### src/rtl/lcd_scan_pkg.sv
package lcd_scan_pkg;

    localparam int NCELL      = 12;
    localparam int CELL_DOTS  = 5;
    localparam int NSEG       = NCELL * CELL_DOTS;
    localparam int ROWS_FULL  = 16;
    localparam int ROWS_SHORT = 9;
    localparam int GLYPH_H    = 7;
    localparam int ROW_W      = $clog2(ROWS_FULL);
    localparam int ADDR_W     = 6;
    localparam int CODE_W     = 8;
    localparam int FROW_W     = $clog2(GLYPH_H + 1);

    typedef enum logic [2:0] {
        RK_NONE,
        RK_CHAR1,
        RK_CHAR2,
        RK_SYMA,
        RK_SYMB
    } row_kind_e;

    typedef struct packed {
        row_kind_e           kind;
        logic [FROW_W-1:0]   frow;
    } row_role_t;

    // Role of a common row for the selected mode and remap setting.
    function automatic row_role_t decode_row(input logic duty9,
                                             input logic [1:0] lsel,
                                             input logic [ROW_W-1:0] row);
        row_role_t res;
        int first, sym_a, sym_b, ri;
        ri = int'(row);
        if (lsel == 2'b00) begin
            first = 2; sym_a = 0; sym_b = 1;
        end else if (lsel == 2'b01) begin
            first = 0;
            sym_a = duty9 ? ROWS_SHORT - 2 : ROWS_FULL - 2;
            sym_b = duty9 ? ROWS_SHORT - 1 : ROWS_FULL - 1;
        end else begin
            first = 1;
            sym_a = duty9 ? ROWS_SHORT - 1 : ROWS_FULL - 1;
            sym_b = 0;
        end
        res.kind = RK_NONE;
        res.frow = '0;
        if (ri == sym_a) begin
            res.kind = RK_SYMA;
        end else if (ri == sym_b) begin
            res.kind = RK_SYMB;
        end else if (ri >= first && ri < first + GLYPH_H) begin
            res.kind = RK_CHAR1;
            res.frow = FROW_W'(ri - first);
        end else if (!duty9 && ri >= first + GLYPH_H && ri < first + 2 * GLYPH_H) begin
            res.kind = RK_CHAR2;
            res.frow = FROW_W'(ri - first - GLYPH_H);
        end
        return res;
    endfunction

    // First memory address of the cells that feed a row kind.
    function automatic logic [ADDR_W-1:0] cell_base(input row_kind_e kind,
                                                    input logic duty9,
                                                    input logic bank);
        logic [ADDR_W-1:0] b;
        case (kind)
            RK_CHAR1: b = (duty9 && bank) ? ADDR_W'(16) : ADDR_W'(0);
            RK_CHAR2: b = ADDR_W'(16);
            RK_SYMA:  b = ADDR_W'(32);
            RK_SYMB:  b = ADDR_W'(48);
            default:  b = '0;
        endcase
        return b;
    endfunction

    function automatic logic [CELL_DOTS-1:0] flip_dots(input logic [CELL_DOTS-1:0] d);
        logic [CELL_DOTS-1:0] o;
        for (int i = 0; i < CELL_DOTS; i++) o[i] = d[CELL_DOTS-1-i];
        return o;
    endfunction

endpackage

### src/rtl/lcd_scan_timing.sv
module lcd_scan_timing
    import lcd_scan_pkg::*;
#(
    parameter int SLOT_FULL  = 28,
    parameter int SLOT_SHORT = 52,
    parameter int BLINK_W    = 15,
    parameter int DIV_W      = 2
) (
    input  logic             clk,
    input  logic             rst,
    input  logic             standby,
    input  logic             duty9,
    input  logic [DIV_W-1:0] div_sel,
    output logic             boundary,
    output logic [ROW_W-1:0] nxt_row,
    output logic             blink_ph
);

    localparam int DCNT_W   = (2 ** DIV_W) - 1;
    localparam int SLOT_MAX = (SLOT_FULL > SLOT_SHORT) ? SLOT_FULL : SLOT_SHORT;
    localparam int SLOT_W   = $clog2(SLOT_MAX + 1);

    logic [DCNT_W-1:0]  div_cnt;
    logic [DCNT_W-1:0]  div_mask;
    logic               tick;
    logic [SLOT_W-1:0]  slot_cnt;
    logic [SLOT_W-1:0]  slot_end;
    logic [ROW_W-1:0]   row_end;
    logic [BLINK_W-1:0] blink_cnt;

    always_comb begin
        div_mask = DCNT_W'((1 << div_sel) - 1);
        tick     = !standby && ((div_cnt & div_mask) == div_mask);
        slot_end = duty9 ? SLOT_W'(SLOT_SHORT - 1) : SLOT_W'(SLOT_FULL - 1);
        row_end  = duty9 ? ROW_W'(ROWS_SHORT - 1) : ROW_W'(ROWS_FULL - 1);
        boundary = tick && (slot_cnt >= slot_end);
        blink_ph = blink_cnt[BLINK_W-1];
    end

    always_ff @(posedge clk) begin
        if (rst) begin
            div_cnt   <= '0;
            slot_cnt  <= '0;
            nxt_row   <= '0;
            blink_cnt <= '0;
        end else begin
            if (!standby) div_cnt <= div_cnt + 1'b1;
            if (tick) begin
                slot_cnt  <= boundary ? '0 : slot_cnt + 1'b1;
                blink_cnt <= blink_cnt + 1'b1;
            end
            if (boundary) nxt_row <= (nxt_row >= row_end) ? '0 : nxt_row + 1'b1;
        end
    end


    slot_bound_chk: assert property (@(posedge clk) disable iff (rst)
        slot_cnt < SLOT_W'(SLOT_MAX));


    row_range_chk: assert property (@(posedge clk) disable iff (rst)
        (boundary && duty9) |=> (nxt_row < ROW_W'(ROWS_SHORT)));

endmodule

### src/rtl/lcd_row_fetch.sv
module lcd_row_fetch
    import lcd_scan_pkg::*;
(
    input  logic                 clk,
    input  logic                 rst,
    input  logic                 restart,
    input  logic [ROW_W-1:0]     row,
    input  logic                 duty9,
    input  logic [1:0]           lsel,
    input  logic                 bank,
    input  logic                 sym_only,
    input  logic                 blink_style,
    input  logic                 blink_ph,
    output logic [ADDR_W-1:0]    mem_addr,
    input  logic [CODE_W-1:0]    mem_code,
    input  logic [CODE_W-1:0]    mem_attr,
    output logic [CODE_W-1:0]    font_code,
    output logic [FROW_W-1:0]    font_row,
    input  logic [CELL_DOTS-1:0] font_dots,
    output logic [NSEG-1:0]      pattern
);

    localparam int IDX_W = $clog2(NCELL + 1);

    logic [IDX_W-1:0]     idx;
    logic [IDX_W-1:0]     idx_c;
    logic                 busy;
    logic                 ph_q;
    logic [NSEG-1:0]      shadow;
    row_role_t            role;
    logic [CELL_DOTS-1:0] cell_dots;

    always_comb begin
        role      = decode_row(duty9, lsel, row);
        busy      = (idx < IDX_W'(NCELL));
        idx_c     = busy ? idx : '0;
        mem_addr  = cell_base(role.kind, duty9, bank) + ADDR_W'(idx_c);
        font_code = mem_code;
        font_row  = role.frow;
        case (role.kind)
            RK_SYMA, RK_SYMB:
                cell_dots = mem_code[CELL_DOTS-1:0] & ~(mem_attr[CELL_DOTS-1:0] & {CELL_DOTS{ph_q}});
            RK_CHAR1, RK_CHAR2:
                if (sym_only)                cell_dots = '0;
                else if (mem_attr[0] && ph_q) cell_dots = {CELL_DOTS{blink_style}};
                else                          cell_dots = font_dots;
            default:
                cell_dots = '0;
        endcase
        pattern = shadow;
    end

    always_ff @(posedge clk) begin
        if (rst) begin
            idx    <= '0;
            ph_q   <= 1'b0;
            shadow <= '0;
        end else if (restart) begin
            idx  <= '0;
            ph_q <= blink_ph;
        end else if (busy) begin
            shadow[int'(idx_c) * CELL_DOTS +: CELL_DOTS] <= flip_dots(cell_dots);
            idx <= idx + 1'b1;
        end
    end


    fetch_done_chk: assert property (@(posedge clk) disable iff (rst)
        restart |-> !busy);

endmodule

### src/rtl/lcd_scan_seq.sv
module lcd_scan_seq
    import lcd_scan_pkg::*;
#(
    parameter int SLOT_FULL  = 28,
    parameter int SLOT_SHORT = 52,
    parameter int BLINK_W    = 15,
    parameter int DIV_W      = 2
) (
    input  logic                 clk,
    input  logic                 rst,
    input  logic                 duty9,
    input  logic [DIV_W-1:0]     div_sel,
    input  logic [1:0]           line_sel,
    input  logic                 bank_sel,
    input  logic                 disp_on,
    input  logic                 sym_only,
    input  logic                 standby,
    input  logic                 blink_style,
    output logic [ADDR_W-1:0]    mem_addr,
    input  logic [CODE_W-1:0]    mem_code,
    input  logic [CODE_W-1:0]    mem_attr,
    output logic [CODE_W-1:0]    font_code,
    output logic [FROW_W-1:0]    font_row,
    input  logic [CELL_DOTS-1:0] font_dots,
    output logic [ROWS_FULL-1:0] com,
    output logic [NSEG-1:0]      seg
);

    logic             boundary;
    logic [ROW_W-1:0] nxt_row;
    logic             blink_ph;
    logic [NSEG-1:0]  pattern;
    logic [ROWS_FULL-1:0] com_q;
    logic [NSEG-1:0]  seg_q;
    logic             shown;

    lcd_scan_timing #(
        .SLOT_FULL (SLOT_FULL),
        .SLOT_SHORT(SLOT_SHORT),
        .BLINK_W   (BLINK_W),
        .DIV_W     (DIV_W)
    ) u_timing (
        .clk     (clk),
        .rst     (rst),
        .standby (standby),
        .duty9   (duty9),
        .div_sel (div_sel),
        .boundary(boundary),
        .nxt_row (nxt_row),
        .blink_ph(blink_ph)
    );

    lcd_row_fetch u_fetch (
        .clk        (clk),
        .rst        (rst),
        .restart    (boundary),
        .row        (nxt_row),
        .duty9      (duty9),
        .lsel       (line_sel),
        .bank       (bank_sel),
        .sym_only   (sym_only),
        .blink_style(blink_style),
        .blink_ph   (blink_ph),
        .mem_addr   (mem_addr),
        .mem_code   (mem_code),
        .mem_attr   (mem_attr),
        .font_code  (font_code),
        .font_row   (font_row),
        .font_dots  (font_dots),
        .pattern    (pattern)
    );

    always_ff @(posedge clk) begin
        if (rst) begin
            com_q <= '0;
            seg_q <= '0;
        end else if (boundary) begin
            com_q          <= '0;
            com_q[nxt_row] <= 1'b1;
            seg_q          <= pattern;
        end
    end

    always_comb begin
        shown = disp_on && !standby;
        com   = shown ? com_q : '0;
        seg   = shown ? seg_q : '0;
    end


    com_onehot_chk: assert property (@(posedge clk) disable iff (rst)
        $onehot0(com));


    com_step_chk: assert property (@(posedge clk) disable iff (rst)
        boundary |=> $onehot(com_q));


    standby_hold_chk: assert property (@(posedge clk) disable iff (rst)
        standby |=> $stable(com_q));

endmodule

### config.mk
export PLATFORM = sky130hd
export DESIGN_NAME = lcd_scan_seq
export DESIGN_NICKNAME = d
export VERILOG_FILES = /design/src/rtl/lcd_scan_pkg.sv /design/src/rtl/lcd_scan_timing.sv /design/src/rtl/lcd_row_fetch.sv /design/src/rtl/lcd_scan_seq.sv
export SDC_FILE = /design/constraint.sdc
export NUM_CORES = 1
export LEC_CHECK = 0
export CORE_MARGIN = 2
export CORE_UTILIZATION = 45
export DETAILED_ROUTE_END_ITERATION = 8
export GPL_TIMING_DRIVEN = 0
export PLACE_DENSITY = 0.78
export SYNTH_ARGS = -nofsm -noshare
export SYNTH_HDL_FRONTEND = slang
export SYNTH_SLANG_ARGS = --single-unit
### constraint.sdc
create_clock -name clk -period 4 [get_ports clk]
set_input_delay 0.8 -clock clk [delete_from_list [all_inputs] [get_ports clk]]
set_output_delay 0.8 -clock clk [all_outputs]
set_load 0.01 [all_outputs]
==> key figures <==
Status
  – Outcome: complete, no violations

Setup path
  – Crit end category: output port
  – CP bufs+invs: 3
  – Critical setup path kind: in -> out
  – Cell Chain, Critical Path: clkdlybuf4s15_1, or2_4, ha_1, inv_1, ha_1, nand2_1, o31a_1, and2_2, a22oi_1, nor2_1, clkdlybuf4s50_1
  – Slowest stage cell, crit path: clkdlybuf4s50_1
  – Slowest stage delay, CP: 0.47 ns
  – Crit path max fanout: 6
  – WP data arrival: 3.07 ns
  – Worst setup path start: line_sel[1]
  – CP most frequent cell: ha_1
  – Reg-to-reg setup timing slack: 0.90 ns
  – Worst EP required: 3.20 ns
  – CP startpoint kind: primary input
  – CP top delay family: buffers and inverters
  – R2R Path Start: u_fetch.idx[2]

Synth
  – Syn_nets: 984
  – FFs w/ async S/R, synth: 0%
  – Post-synthesis sequential area ratio: 43.3%
  – Syn_area_per_cell: 8.47 sq um
  – Most common cell in the netlist: dfxtp_1
  – Top cells by area, synth: dfxtp_1 43%, nand2_1 7.8%, a21oi_1 6.9%, and2_1 6.3%, ha_1 4.5%
  – Synth top cells by count: 169 x dfxtp_1, 163 x nand2_1, 107 x a21oi_1
  – Yosys top cell by area: dfxtp_1
  – Synth Register Bits: 169
  – Primary FF master, synth: dfxtp_1
  – Post-Syn Area: 7810 sq um
  – Yosys top cell area share: 43.3%
  – Warnings from Yosys: 0
  – Post-Syn Instances: 922
  – Post-synth EDFFs: 0
  – Yosys cell types: 55

Global route
  – Largest net degree at the start of global routing: 17
  – GRT Util Overall: 22.0%
  – First-pass GRT wire length: 31800 um
  – Grt ovf: 0
  – Vias in the first global route: 6364
  – Initial antenna violation count: 0

Final layout
  – Multi-input logic area: 4070 sq um
  – Nets@finish: 1122
  – Layout cells sized above 1: 7.47%
  – Register area: 3380 sq um
  – ANT cells: 0
  – Core Util, Final: 57.8%
  – Final instance area: 9900 sq um
  – Layout area overhead: 26.7%
  – Filler Cell Count: 1587

Clock network
  – CTS tree: yes
  – H-tree depth: 4
  – CTS Sinks: 169
  – Clock Latency Late Sink: 0.43 ns
  – Deepest clock path buffer count: 2
  – CTS Buf Count: 17
  – Root Driver: clkbuf_16
  – Clk slew on worst S/H paths: 0.06 ns
  – CTS Hold Buffers Added: 0

Placement
  – Placement Cell Area: 9290 sq um
  – Port Buffers: 119
  – Post-detail-place hpwl: 14200 um
  – Place WS: -0.602 ns
  – Final Wtd Congestion: 0.914

Routing
  – Initial DRC count: 427
  – Met2 wire length: 8950 um
  – Routed vias: 6844
  – Met1 WL: 8860 um
  – DR top layer: met4
  – DRT antenna net count: 0
  – Met3 wire length: 1110 um
  – WL/cell: 15.1 um
  – Drt first pass iters: 5
  – DRT Wirelength: 19600 um
  – DRC: 0
  – Via-to-Cell Ratio: 5.28

Die
  – Core Area: 17100 sq um
  – Die height: 136 um
  – Die X: 136 um
  – Ports: 126
  – Die area: 18400 sq um
  – Initial cell density of the core: 45.7%
  – FP Rows: 48

Job
  – Maxcap violations: 0

STA
  – Final hold slack: 0.447 ns
  – Period utilization: 96.6%
  – Final setup fails: 0
  – Worst-Margin Slew: 0.976 ns
  – Slew Limit Fails: 0
  – Final min period: 3.87 ns
  – RSZ-0062 raised after global routing: yes
  – Layout Skew: 0.00580 ns
  – Highest clock rate: 259 MHz
  – Final Hold Viols: 0
  – Slew HR: 34.0%
  – Final setup margin: 0.135 ns

Power
  – Power Dens Cells: 376 nW/um^2
  – Pleak: 3.54 nW
  – Final Power: 3.72 mW
  – Worst IR Drop VDD: 0.328 mV

Worst hold path
  – Hold wc startpoint: com_q[1]
  – Worst Hold Class: reg -> reg
## final cells by class
| class | instances | area share (%) |
|---|---|---|
| well taps | 225 | 2.84 |
| flip-flops and latches | 169 | 34.2 |
| clock buffers | 24 | 4.87 |
| inverters | 31 | 1.18 |
| repair buffers | 121 | 12.1 |
| plain buffers | 62 | 2.83 |
| clock inverters | 6 | 0.923 |
| multi-input cells | 658 | 41.1 |
## flip-flops by register name, indices dropped and copies added, names as in the netlist
register,count
u_timing.div_cnt,3
com_q,16
u_timing.nxt_row,4
u_timing.slot_cnt,6
seg_q,60
u_fetch.idx,4
u_timing.blink_cnt,15
u_fetch.pattern,60
u_fetch.ph_q,1
## worst register-to-register path, stage by stage, from the launching register on
cell,delay (ns)
dfxtp_1,0.43
ha_1,0.34
nand2b_1,0.19
ha_1,0.27
nand2b_1,0.10
a2111oi_1,0.75
nor4b_4,0.60
nor2_1,0.11
a211oi_1,0.23
## placed cells by master (no fill, tap or decap), types with 9 or more instances in the layout
| cell | instances |
|---|---|
| nor3_1 | 11 |
| a21oi_1 | 107 |
| dfxtp_1 | 169 |
| buf_2 | 13 |
| clkbuf_1 | 40 |
| a22o_1 | 30 |
| nand3_1 | 19 |
| nor2_1 | 56 |
| a211oi_1 | 20 |
| buf_4 | 10 |
| ha_1 | 28 |
| clkbuf_16 | 17 |
| nand2_1 | 163 |
| xnor2_1 | 19 |
| clkdlybuf4s50_1 | 113 |
| nand2b_1 | 10 |
| and2_1 | 78 |
| inv_1 | 30 |
| a21o_1 | 9 |
## worst paths after layout
check | depth (start not counted) | end
setup / recovery | 11 | font_row[1]
hold / removal | 2 | com_q[1]
setup reg to reg | 8 | u_fetch.pattern[23]
hold reg to reg | 2 | com_q[1]
## cell families (layout without fill, tap and decap cells)
kind of cell	after synthesis	in the layout	synth area share, %
multiplexers	4	4	0.512
AO/OA/AOI/OAI	212	212	18.9
XOR/XNOR	26	26	2.91
flip-flops	169	169	43.3
AND/OR/NAND/NOR	387	387	24.4
buffers and inverters	95	244	5.20
adder cells (fa/ha/maj)	29	29	4.74
## stage by stage
stage / setup TNS (ns) / instances
finish: 0 / 1296
detailed placement: -14.38 / 1266
floorplan: 0 / 922
global placement: -13.91 / 1266
global route: -0.00194 / 1296
CTS: 0 / 1296
## where the power goes
| part | switching (mW) | leakage, nW | internal, mW |
|---|---|---|---|
| Clock | 0.645 | 0.269 | 0.963 |
| Combinational | 0.223 | 1.91 | 0.146 |
| Sequential | 0.0240 | 1.36 | 1.72 |
| Total | 0.892 | 3.54 | 2.83 |
## timing repair
action	4_1_cts	5_1_grt
buffers inserted	2	0
pin swaps	3	0
gates resized for setup	16	5
endpoints found under the setup margin	51	15
gates cloned	0	0
hold endpoints to repair	0	0
## metal layers
layer	track usage, %	vias to the layer above
met3	4.53	51
met4	10.4	0
met2	35.1	203
li1	-	3421
met5	0	-
met1	28.5	3169
(Power assumes the default switching activity.)
